$ cat src/rtl/srp_pkg.sv
package srp_pkg;

    // The target's answer is 2**LINK_CYC_LOG2 of its link cycles long.
    localparam int unsigned LINK_CYC_LOG2 = 7;

    typedef enum logic [2:0] {
        PH_IDLE,
        PH_REQ,
        PH_KICK,
        PH_LISTEN,
        PH_MEASURE,
        PH_FINISH
    } phase_e;

endpackage

$ cat src/rtl/srp_seq.sv
// Run sequencer: request low, speedup high, listen, measure, finish.
module srp_seq
    import srp_pkg::*;
#(
    parameter int unsigned REQ_LOW_CLKS = 2048,
    parameter int unsigned TIMEOUT_CLKS = 4096
) (
    input  logic clk_i,
    input  logic rst_ni,
    input  logic start_i,
    input  logic pin_in_i,
    input  logic at_max_i,
    output logic accept_o,
    output logic meas_load_o,
    output logic meas_inc_o,
    output logic end_ok_o,
    output logic end_err_o,
    output logic pin_oe_o,
    output logic pin_out_o,
    output logic busy_o,
    output logic done_o
);

    localparam int unsigned REQ_W = $clog2(REQ_LOW_CLKS + 1);
    localparam int unsigned TMO_W = $clog2(TIMEOUT_CLKS + 1);

    typedef struct packed {
        phase_e           ph;
        logic [REQ_W-1:0] req_cnt;
        logic [TMO_W-1:0] tmo_cnt;
        logic             heard_high;
    } seq_t;

    seq_t seq_d, seq_q;

    always_comb begin
        seq_d       = seq_q;
        accept_o    = 1'b0;
        meas_load_o = 1'b0;
        meas_inc_o  = 1'b0;
        end_ok_o    = 1'b0;
        end_err_o   = 1'b0;
        unique case (seq_q.ph)
            PH_IDLE: begin
                if (start_i) begin
                    seq_d.ph      = PH_REQ;
                    seq_d.req_cnt = '0;
                    accept_o      = 1'b1;
                end
            end
            PH_REQ: begin
                if (seq_q.req_cnt == REQ_W'(REQ_LOW_CLKS - 1)) begin
                    seq_d.ph = PH_KICK;
                end else begin
                    seq_d.req_cnt = seq_q.req_cnt + 1'b1;
                end
            end
            PH_KICK: begin
                seq_d.ph         = PH_LISTEN;
                seq_d.tmo_cnt    = '0;
                seq_d.heard_high = 1'b0;
            end
            PH_LISTEN: begin
                if (seq_q.heard_high && !pin_in_i) begin
                    seq_d.ph    = PH_MEASURE;
                    meas_load_o = 1'b1;
                end else if (seq_q.tmo_cnt == TMO_W'(TIMEOUT_CLKS - 1)) begin
                    seq_d.ph  = PH_FINISH;
                    end_err_o = 1'b1;
                end else begin
                    seq_d.tmo_cnt = seq_q.tmo_cnt + 1'b1;
                    if (pin_in_i) begin
                        seq_d.heard_high = 1'b1;
                    end
                end
            end
            PH_MEASURE: begin
                if (pin_in_i) begin
                    seq_d.ph = PH_FINISH;
                    end_ok_o = 1'b1;
                end else if (at_max_i) begin
                    seq_d.ph  = PH_FINISH;
                    end_err_o = 1'b1;
                end else begin
                    meas_inc_o = 1'b1;
                end
            end
            PH_FINISH: begin
                seq_d.ph = PH_IDLE;
            end
            default: begin
                seq_d.ph = PH_IDLE;
            end
        endcase
    end

    always_ff @(posedge clk_i or negedge rst_ni) begin
        if (!rst_ni) begin
            seq_q <= '{ph: PH_IDLE, req_cnt: '0, tmo_cnt: '0, heard_high: 1'b0};
        end else begin
            seq_q <= seq_d;
        end
    end

    assign pin_oe_o  = (seq_q.ph == PH_REQ) || (seq_q.ph == PH_KICK);
    assign pin_out_o = (seq_q.ph == PH_KICK);
    assign busy_o    = (seq_q.ph == PH_REQ) || (seq_q.ph == PH_KICK) ||
                       (seq_q.ph == PH_LISTEN) || (seq_q.ph == PH_MEASURE);
    assign done_o    = (seq_q.ph == PH_FINISH);

endmodule

$ cat src/rtl/srp_meter.sv
// Low-time counter with an upper limit flag.
module srp_meter #(
    parameter int unsigned CNT_W        = 16,
    parameter int unsigned MAX_LOW_CLKS = 60000
) (
    input  logic             clk_i,
    input  logic             rst_ni,
    input  logic             load_i,
    input  logic             inc_i,
    output logic [CNT_W-1:0] cnt_o,
    output logic             at_max_o
);

    typedef struct packed {
        logic [CNT_W-1:0] cnt;
    } meter_t;

    meter_t mtr_d, mtr_q;

    always_comb begin
        mtr_d = mtr_q;
        if (load_i) begin
            mtr_d.cnt = CNT_W'(1);
        end else if (inc_i) begin
            mtr_d.cnt = mtr_q.cnt + 1'b1;
        end
    end

    always_ff @(posedge clk_i or negedge rst_ni) begin
        if (!rst_ni) begin
            mtr_q <= '{cnt: '0};
        end else begin
            mtr_q <= mtr_d;
        end
    end

    assign cnt_o    = mtr_q.cnt;
    assign at_max_o = (mtr_q.cnt == CNT_W'(MAX_LOW_CLKS));

endmodule

$ cat src/rtl/srp_scale.sv
// Divide by the answer length in link cycles, rounding to nearest.
module srp_scale
    import srp_pkg::*;
#(
    parameter int unsigned CNT_W = 16
) (
    input  logic [CNT_W-1:0]               cnt_i,
    output logic [CNT_W-LINK_CYC_LOG2:0]   cpb_o
);

    localparam int unsigned HALF = 1 << (LINK_CYC_LOG2 - 1);

    logic [CNT_W:0] biased;

    assign biased = {1'b0, cnt_i} + (CNT_W + 1)'(HALF);
    assign cpb_o  = biased[CNT_W:LINK_CYC_LOG2];

endmodule

$ cat src/rtl/synclink_rate_probe.sv
// Host-side link rate probe: request, listen, measure, scale.
module synclink_rate_probe
    import srp_pkg::*;
#(
    parameter int unsigned REQ_LOW_CLKS = 2048,
    parameter int unsigned TIMEOUT_CLKS = 4096,
    parameter int unsigned MAX_LOW_CLKS = 60000,
    parameter int unsigned CNT_W        = 16
) (
    input  logic                         clk_i,
    input  logic                         rst_ni,
    input  logic                         start_i,
    output logic                         busy_o,
    output logic                         done_o,
    output logic                         err_o,
    output logic [CNT_W-1:0]             low_count_o,
    output logic [CNT_W-LINK_CYC_LOG2:0] cyc_per_bit_o,
    output logic                         pin_oe_o,
    output logic                         pin_out_o,
    input  logic                         pin_in_i
);

    localparam int unsigned CPB_W = CNT_W - LINK_CYC_LOG2 + 1;

    logic             accept, meas_load, meas_inc, end_ok, end_err, at_max;
    logic [CNT_W-1:0] cnt;
    logic [CPB_W-1:0] cpb;

    srp_seq #(
        .REQ_LOW_CLKS (REQ_LOW_CLKS),
        .TIMEOUT_CLKS (TIMEOUT_CLKS)
    ) seq_i (
        .clk_i       (clk_i),
        .rst_ni      (rst_ni),
        .start_i     (start_i),
        .pin_in_i    (pin_in_i),
        .at_max_i    (at_max),
        .accept_o    (accept),
        .meas_load_o (meas_load),
        .meas_inc_o  (meas_inc),
        .end_ok_o    (end_ok),
        .end_err_o   (end_err),
        .pin_oe_o    (pin_oe_o),
        .pin_out_o   (pin_out_o),
        .busy_o      (busy_o),
        .done_o      (done_o)
    );

    srp_meter #(
        .CNT_W        (CNT_W),
        .MAX_LOW_CLKS (MAX_LOW_CLKS)
    ) meter_i (
        .clk_i    (clk_i),
        .rst_ni   (rst_ni),
        .load_i   (meas_load),
        .inc_i    (meas_inc),
        .cnt_o    (cnt),
        .at_max_o (at_max)
    );

    srp_scale #(
        .CNT_W (CNT_W)
    ) scale_i (
        .cnt_i (cnt),
        .cpb_o (cpb)
    );

    typedef struct packed {
        logic [CNT_W-1:0] low;
        logic [CPB_W-1:0] cpb;
        logic             err;
    } result_t;

    result_t res_d, res_q;

    always_comb begin
        res_d = res_q;
        if (accept) begin
            res_d.err = 1'b0;
        end
        if (end_ok) begin
            res_d.low = cnt;
            res_d.cpb = cpb;
            res_d.err = 1'b0;
        end else if (end_err) begin
            res_d.low = '0;
            res_d.cpb = '0;
            res_d.err = 1'b1;
        end
    end

    always_ff @(posedge clk_i or negedge rst_ni) begin
        if (!rst_ni) begin
            res_q <= '{low: '0, cpb: '0, err: 1'b0};
        end else begin
            res_q <= res_d;
        end
    end

    assign low_count_o   = res_q.low;
    assign cyc_per_bit_o = res_q.cpb;
    assign err_o         = res_q.err;

endmodule

$ cat config.mk
export PLATFORM = sky130hd
export DESIGN_NAME = synclink_rate_probe
export DESIGN_NICKNAME = d
export VERILOG_FILES = /design/src/rtl/srp_pkg.sv /design/src/rtl/srp_seq.sv /design/src/rtl/srp_meter.sv /design/src/rtl/srp_scale.sv /design/src/rtl/synclink_rate_probe.sv
export SDC_FILE = /design/constraint.sdc
export NUM_CORES = 1
export LEC_CHECK = 0
export BUFFER_PORTS_ARGS = -buffer_cell sky130_fd_sc_hd__buf_2
export CORE_ASPECT_RATIO = 0.6
export CORE_MARGIN = 5
export CORE_UTILIZATION = 54
export DETAILED_ROUTE_END_ITERATION = 10
export PLACE_DENSITY = 0.84
export SYNTH_ARGS = -nofsm -noshare
export SYNTH_HDL_FRONTEND = slang
export SYNTH_SLANG_ARGS = --single-unit
$ cat constraint.sdc
create_clock -name clk_i -period 2.1 [get_ports clk_i]
set_clock_uncertainty 0.2 [all_clocks]
set_input_delay 0.21 -clock clk_i [delete_from_list [all_inputs] [get_ports clk_i]]
set_output_delay 0.21 -clock clk_i [all_outputs]
set_load 0.005 [all_outputs]
; Word-level counts from Yosys, hierarchy flattened
; Cells that the tools add are included.
; Widths: inputs -> output; s select.
[word_totals]
ff_bits = 72
inputBits = 4
elab_cells = 75
[classes]
addsub = 4
n_eq_ne = 16
n_mux = 32
reduce_logical = 15
[ops]
columns = op, count
row1 = $mux 27, 2
row2 = $mux 16, 2
row3 = $mux 14, 2
row4 = $pmux 14 s2, 1
row5 = $pmux 12 s2, 1
row6 = $add 16x7->17 const B, 1
row7 = $add 16x1->16 const B, 1
row8 = $eq 16x16->1 const B, 1
row9 = $mux 1, 15
row10 = $mux 15, 1
row11 = $mux 3, 5
row12 = $pmux 3 s5, 1
row13 = $add 13x1->13 const B, 1
row14 = $eq 13x12->1 const B, 1
row15 = $add 12x1->12 const B, 1
row16 = $eq 12x11->1 const B, 1
row17 = $mux 12, 1
row18 = $ne 2x2->1 const B, 5
row19 = $reduce_and 4->1, 2
row20 = $reduce_bool 2->1, 4
row21 = $eq 3x2->1 const B, 2
row22 = $eq 3x3->1 const B, 2
row23 = $reduce_and 3->1, 2
row24 = $eq 3x1->1 const B, 1
row25 = 9 further kinds, 11

; Logic depth before layout (Yosys ltp)
[depth]
ltp_word = 6
depth_mapped = 7

; Hierarchy
; A second synthesis with hierarchy kept.
[unflattened]
hier_cells = 369
hier_area_um2 = 3798.6
[by_module_without_submodules]
columns = mod, instances, cells_per_inst, area_per_inst_um2, seq_area_each_um2
row1 = srp_seq, 1, 195, 1785.5, 725.7
row2 = synclink_rate_probe, 1, 62, 991.0, 675.6
row3 = srp_meter, 1, 92, 867.1, 400.4
row4 = srp_scale, 1, 20, 155.1, 0.0

; Least setup slack after synthesis
; OpenSTA, ideal clock, no wires.
[synth_path]
path_kind = register to register
from = register meter_i.mtr_q, in the netlist meter_i.cnt_o[0]
to = register res_q, in the netlist low_count_o[12]
arrival_time_ns = 1.635
required_ns = 1.778
setup_slack_ns = 0.143
stages_incl_launch_ff = 8
path_buffers = 1
period_less_slack_ns = 1.957
path_cell_list = dfrtp_1 > inv_1 > ha_1 > nor4bb_1 > and4_1 > o21ai_1 > buf_2 > a32o_1
[synth_via]
elab_chain_len = 5
[synth_lines]
columns = element, line_no
row1 = "start, declared", srp_meter.sv:18  ; meter_t mtr_d, mtr_q;
row2 = "start signal, assigned", srp_meter.sv:31  ; mtr_q <= '{cnt: '0};
row3 = "start signal, assigned", srp_meter.sv:33  ; mtr_q <= mtr_d;
row4 = $eq 16x16->1, srp_meter.sv:38  ; assign at_max_o = (mtr_q.cnt == CNT_W'(MAX_LOW_CLKS));
row5 = $mux 1, srp_seq.sv:81  ; end else if (at_max_i) begin
row6 = $mux 1, srp_seq.sv:78  ; if (pin_in_i) begin
row7 = $pmux 1 s2, srp_seq.sv:43  ; unique case (seq_q.ph)
row8 = $reduce_bool 2->1 (no source line), --
row9 = "end signal, assigned", synclink_rate_probe.sv:94  ; res_q <= '{low: '0, cpb: '0, err: 1'b0};
row10 = "end signal, assigned", synclink_rate_probe.sv:96  ; res_q <= res_d;
row11 = "end, declared", synclink_rate_probe.sv:74  ; result_t res_d, res_q;
; Every way passes these cells.
; A chain may end at the register's enable or synchronous reset.

; Worst setup path after layout
[layout_path]
from = register meter_i.mtr_q, in the netlist meter_i.cnt_o[0]
to = register res_q, in the netlist low_count_o[8]
; The elaborated chain is that of the path after synthesis.

==> impl_metrics.py <==
metrics = {
    "die": {
        "start_util_pct": 56.76,
        "die_y_um": 75.59,
        "dieWidth_um": 119.3,
        "rows": 23,
        "core_um2": 6820,
        "die-area_um2": 9018,
        "top_level_ports": 35,
    },
    "synthesis": {
        "synth-async-reset-ratio_pct": 100.0,
        "synthAdderAreaFrac_pct": 1.939,
        "synth_seq_cells": 72,
        "syn_inst": 393,
        "synth_compound_area_share_pct": 17.16,
        "synth_top_family_by_area": "simple AND/OR/NAND/NOR gates",
        "synth-edff-count": 0,
        "synth.area.mux_share_pct": 1.293,
        "syn_nets": 403,
        "synth-seq-area-share_pct": 46.54,
        "synth-simple-area-share_pct": 25.76,
        "ys_warn_count": 0,
        "synth-xor-area-share_pct": 3.394,
        "syn_area_per_cell_um2": 9.850,
        "synth-main-ff-cell": "dfrtp_1",
        "syn_area_um2": 3871,
        "synthDistinctLibCells": 62,
    },
    "drt": {
        "drtIter0Drc": 410,
        "drc_errors": 0,
        "ant_nets": 0,
        "wl_mm": 10.51,
        "avgRoutedWirePerCell_um": 19.11,
        "num_vias": 3601,
        "vias_per_cell": 6.547,
        "dr.pass1.iters": 6,
    },
    "timing": {
        "finalSetupTns_ps": 0,
        "report.final.slew_viol_count": 0,
        "worst_pin_slew_ps": 571.6,
        "max_freq_mhz": 486.9,
        "hold_viol_final": 0,
        "fin_crit_sh_pct": 97.80,
        "fin_ws_ps": 46.14,
        "fin_crit_ps": 2054,
        "hold-worst-slack_ps": 155.0,
        "slew_headroom_pct": 61.81,
        "setup-violations-final": 0,
    },
    "global_route": {
        "grt_pass1_wl_mm": 16.86,
        "antenna_found_initial": 0,
        "grt_max_degree": 73,
        "grt_overflow": 0,
        "grt_usage_pct": 24.37,
        "grt_pass1_vias": 3345,
    },
    "finish": {
        "multi_input_area_um2": 1974,
        "finalNonFillerCells": 550,
        "final_nets": 468,
        "n_antenna_cell": 0,
        "drive_above_1_share_pct": 26.78,
        "seqCellArea_um2": 1808,
        "fillers": 498,
        "area_growth_syn_to_layout_pct": 23.59,
        "fin_util_pct": 70.15,
    },
    "clock_tree": {
        "cts.path.max_buffers": 2,
        "cts-root-buf": "clkbuf_16",
        "cts-htree-levels": 3,
        "cts_tree": "yes",
        "cts.sinks": 72,
        "insertion_delay_ps": 340,
        "cts_inserted_buffers": 9,
        "clk_pin_slew_ps": 60,
    },
    "setup_path": {
        "crit_required_ps": 2130,
        "path_buf_inv": 2,
        "slowest_stage": "dfrtp_1",
        "cpPeakStageDelay_ps": 370,
        "path_class": "reg -> reg",
        "cp_max_fo": 21,
        "critPathCaptureType": "flop",
        "path_cells": "inv_1 > ha_1 > nor4bb_2 > and4_1 > o21ai_1 > buf_12 > a32o_1",
        "critPathLaunchType": "flop",
        "crit_arrival_ps": 2080,
        "path_delay_family": "simple AND/OR/NAND/NOR gates",
    },
    "power_and_ir_drop": {
        "internal-power_w": 0.002655,
        "p_seq_share_pct": 42.7,
        "power_density_nw_per_um2": 772.6,
        "total_leakage_power_nw": 2.176,
        "peakVddDrop_mv": 0.8075,
        "combPwrFrac_pct": 16.0,
        "p_switching_w": 0.001041,
        "p_sw_share_pct": 28.17,
        "clockPowerShare_pct": 41.3,
    },
    "place": {
        "dp_hpwl_mm": 7.372,
        "port-buffer-count": 34,
        "dp.cells": 530,
        "finalWeightedCongestion": 0.8958,
        "post-place-ws_ps": -15.36,
    },
    "hold_path": {
        "hold_class": "in -> reg",
    },
    "flow_run": {
        "cap_violations": 0,
    },
    "run_status": {
        "outcome": "finished, final reports clean",
    },
}
==> state kept, by name, summed over array words and instances, names as in the netlist <==
| name | count |
|---|---|
| cyc_per_bit_o | 10 |
| err_o | 1 |
| low_count_o | 16 |
| meter_i.cnt_o | 16 |
| seq_i.seq_q | 29 |
==> through the flow <==
step | cell area [um^2] | total power [W]
after detailed placement | 4389 | 0.002166
after floorplan | 3871 | 0.001921
after CTS | 4713 | 0.003711
after global routing | 4785 | 0.003862
after global placement | 4389 | 0.002131
final | 4785 | 0.003697
==> cell families (layout without fill, tap and decap cells) <==
family                     Yosys count  count (layout)
adders and majority gates            6               6
AOI/OAI and AO/OA                   88              88
and+or+nand+nor                    171             171
DFF                                 72              72
buffers and inverters               36             106
muxes                                5               5
xor gates and xnor gates            15              15
==> what timing repair did <==
action	CTS	global route
hold endpoints to repair	72	0
setup endpoints to repair	27	36
buffers inserted	0	3
resized for setup	5	16
hold buffers	1	0
==> worst register-to-register path: stages (launching register included) <==
cell      delay (ps)
dfrtp_1          370
inv_1            100
ha_1             150
nor4bb_2         270
and4_1           280
o21ai_1          110
buf_12           190
a32o_1           260
==> power groups by stage <==
| stage | sequential [W] | combinational (W) | clock [W] |
|---|---|---|---|
| after global placement | 0.00159 | 0.000544 | 0 |
| after CTS | 0.00157 | 0.000590 | 0.00155 |
| after detailed placement | 0.00159 | 0.000575 | 0 |
| after global routing | 0.00159 | 0.000659 | 0.00161 |
| after floorplan | 0.00157 | 0.000353 | 0 |
| final | 0.00158 | 0.000592 | 0.00153 |
==> layout by cell type (no fill, tap or decap), drive strengths merged, types with 4 or more instances in the layout <==
cell / instances
dfrtp: 72
inv: 11
a21oi: 19
and3: 6
mux2i: 5
o21ai: 8
nand4: 12
a31o: 4
nand3: 23
and4: 8
clkbuf: 10
nand4b: 5
a31oi: 7
o32ai: 5
xnor2: 6
nor2: 19
a32o: 20
o211ai: 7
nand2b: 8
ha: 6
nor3: 6
o31ai: 5
buf: 79
or4: 8
nor4: 6
nand2: 45
xor2: 9
==> path summary, 6_finish.rpt <==
kind,start,endpoint,slack [ps],cells past startpoint
max reg2reg,meter_i.cnt_o[0],low_count_o[8],50,7
min,start_i,seq_i.seq_q[26],150,3
min in group asynchronous,rst_ni,seq_i.seq_q[12],220,3
min reg2reg,cyc_per_bit_o[8],cyc_per_bit_o[8],310,1
max,meter_i.cnt_o[0],low_count_o[8],50,7
max in group asynchronous,rst_ni,seq_i.seq_q[26],1160,3
==> Yosys cell counts, drive strengths merged (6+ instances only) <==
cell type / n / area [um^2]
nor2: 19 / 71.32
o21ai: 8 / 40.03
nand2b: 8 / 50.05
nand2: 45 / 168.9
nor3: 6 / 30.03
xor2: 9 / 78.83
and3: 6 / 37.54
inv: 10 / 37.54
o211ai: 7 / 52.55
a32o: 20 / 200.2
ha: 6 / 75.07
nand3: 23 / 115.1
or4: 8 / 63.81
a21oi: 19 / 95.09
clkbuf: 16 / 61.30
buf: 10 / 52.55
nand4: 12 / 90.09
and4: 8 / 71.32
nor4: 6 / 58.80
a31oi: 7 / 43.79
dfrtp: 72 / 1802
xnor2: 6 / 52.55
==> final cells by class <==
type,instances,area share (%)
clock buffers,10,4.786
well taps,87,2.275
clock inverters,6,1.438
multi-input cells,285,41.27
flip-flops and latches,72,37.79
repair buffers,80,11.61
inverters,10,0.8368
==> routing by layer <==
metal	share of wire (%)	vias up	GRT usage, %
li1	-	1623	-
met1	45	1761	34.24
met2	43	192	36.21
met3	9.7	25	7.270
met4	1.8	0	9.264
met5	0	-	0
(Power assumes the default switching activity.)
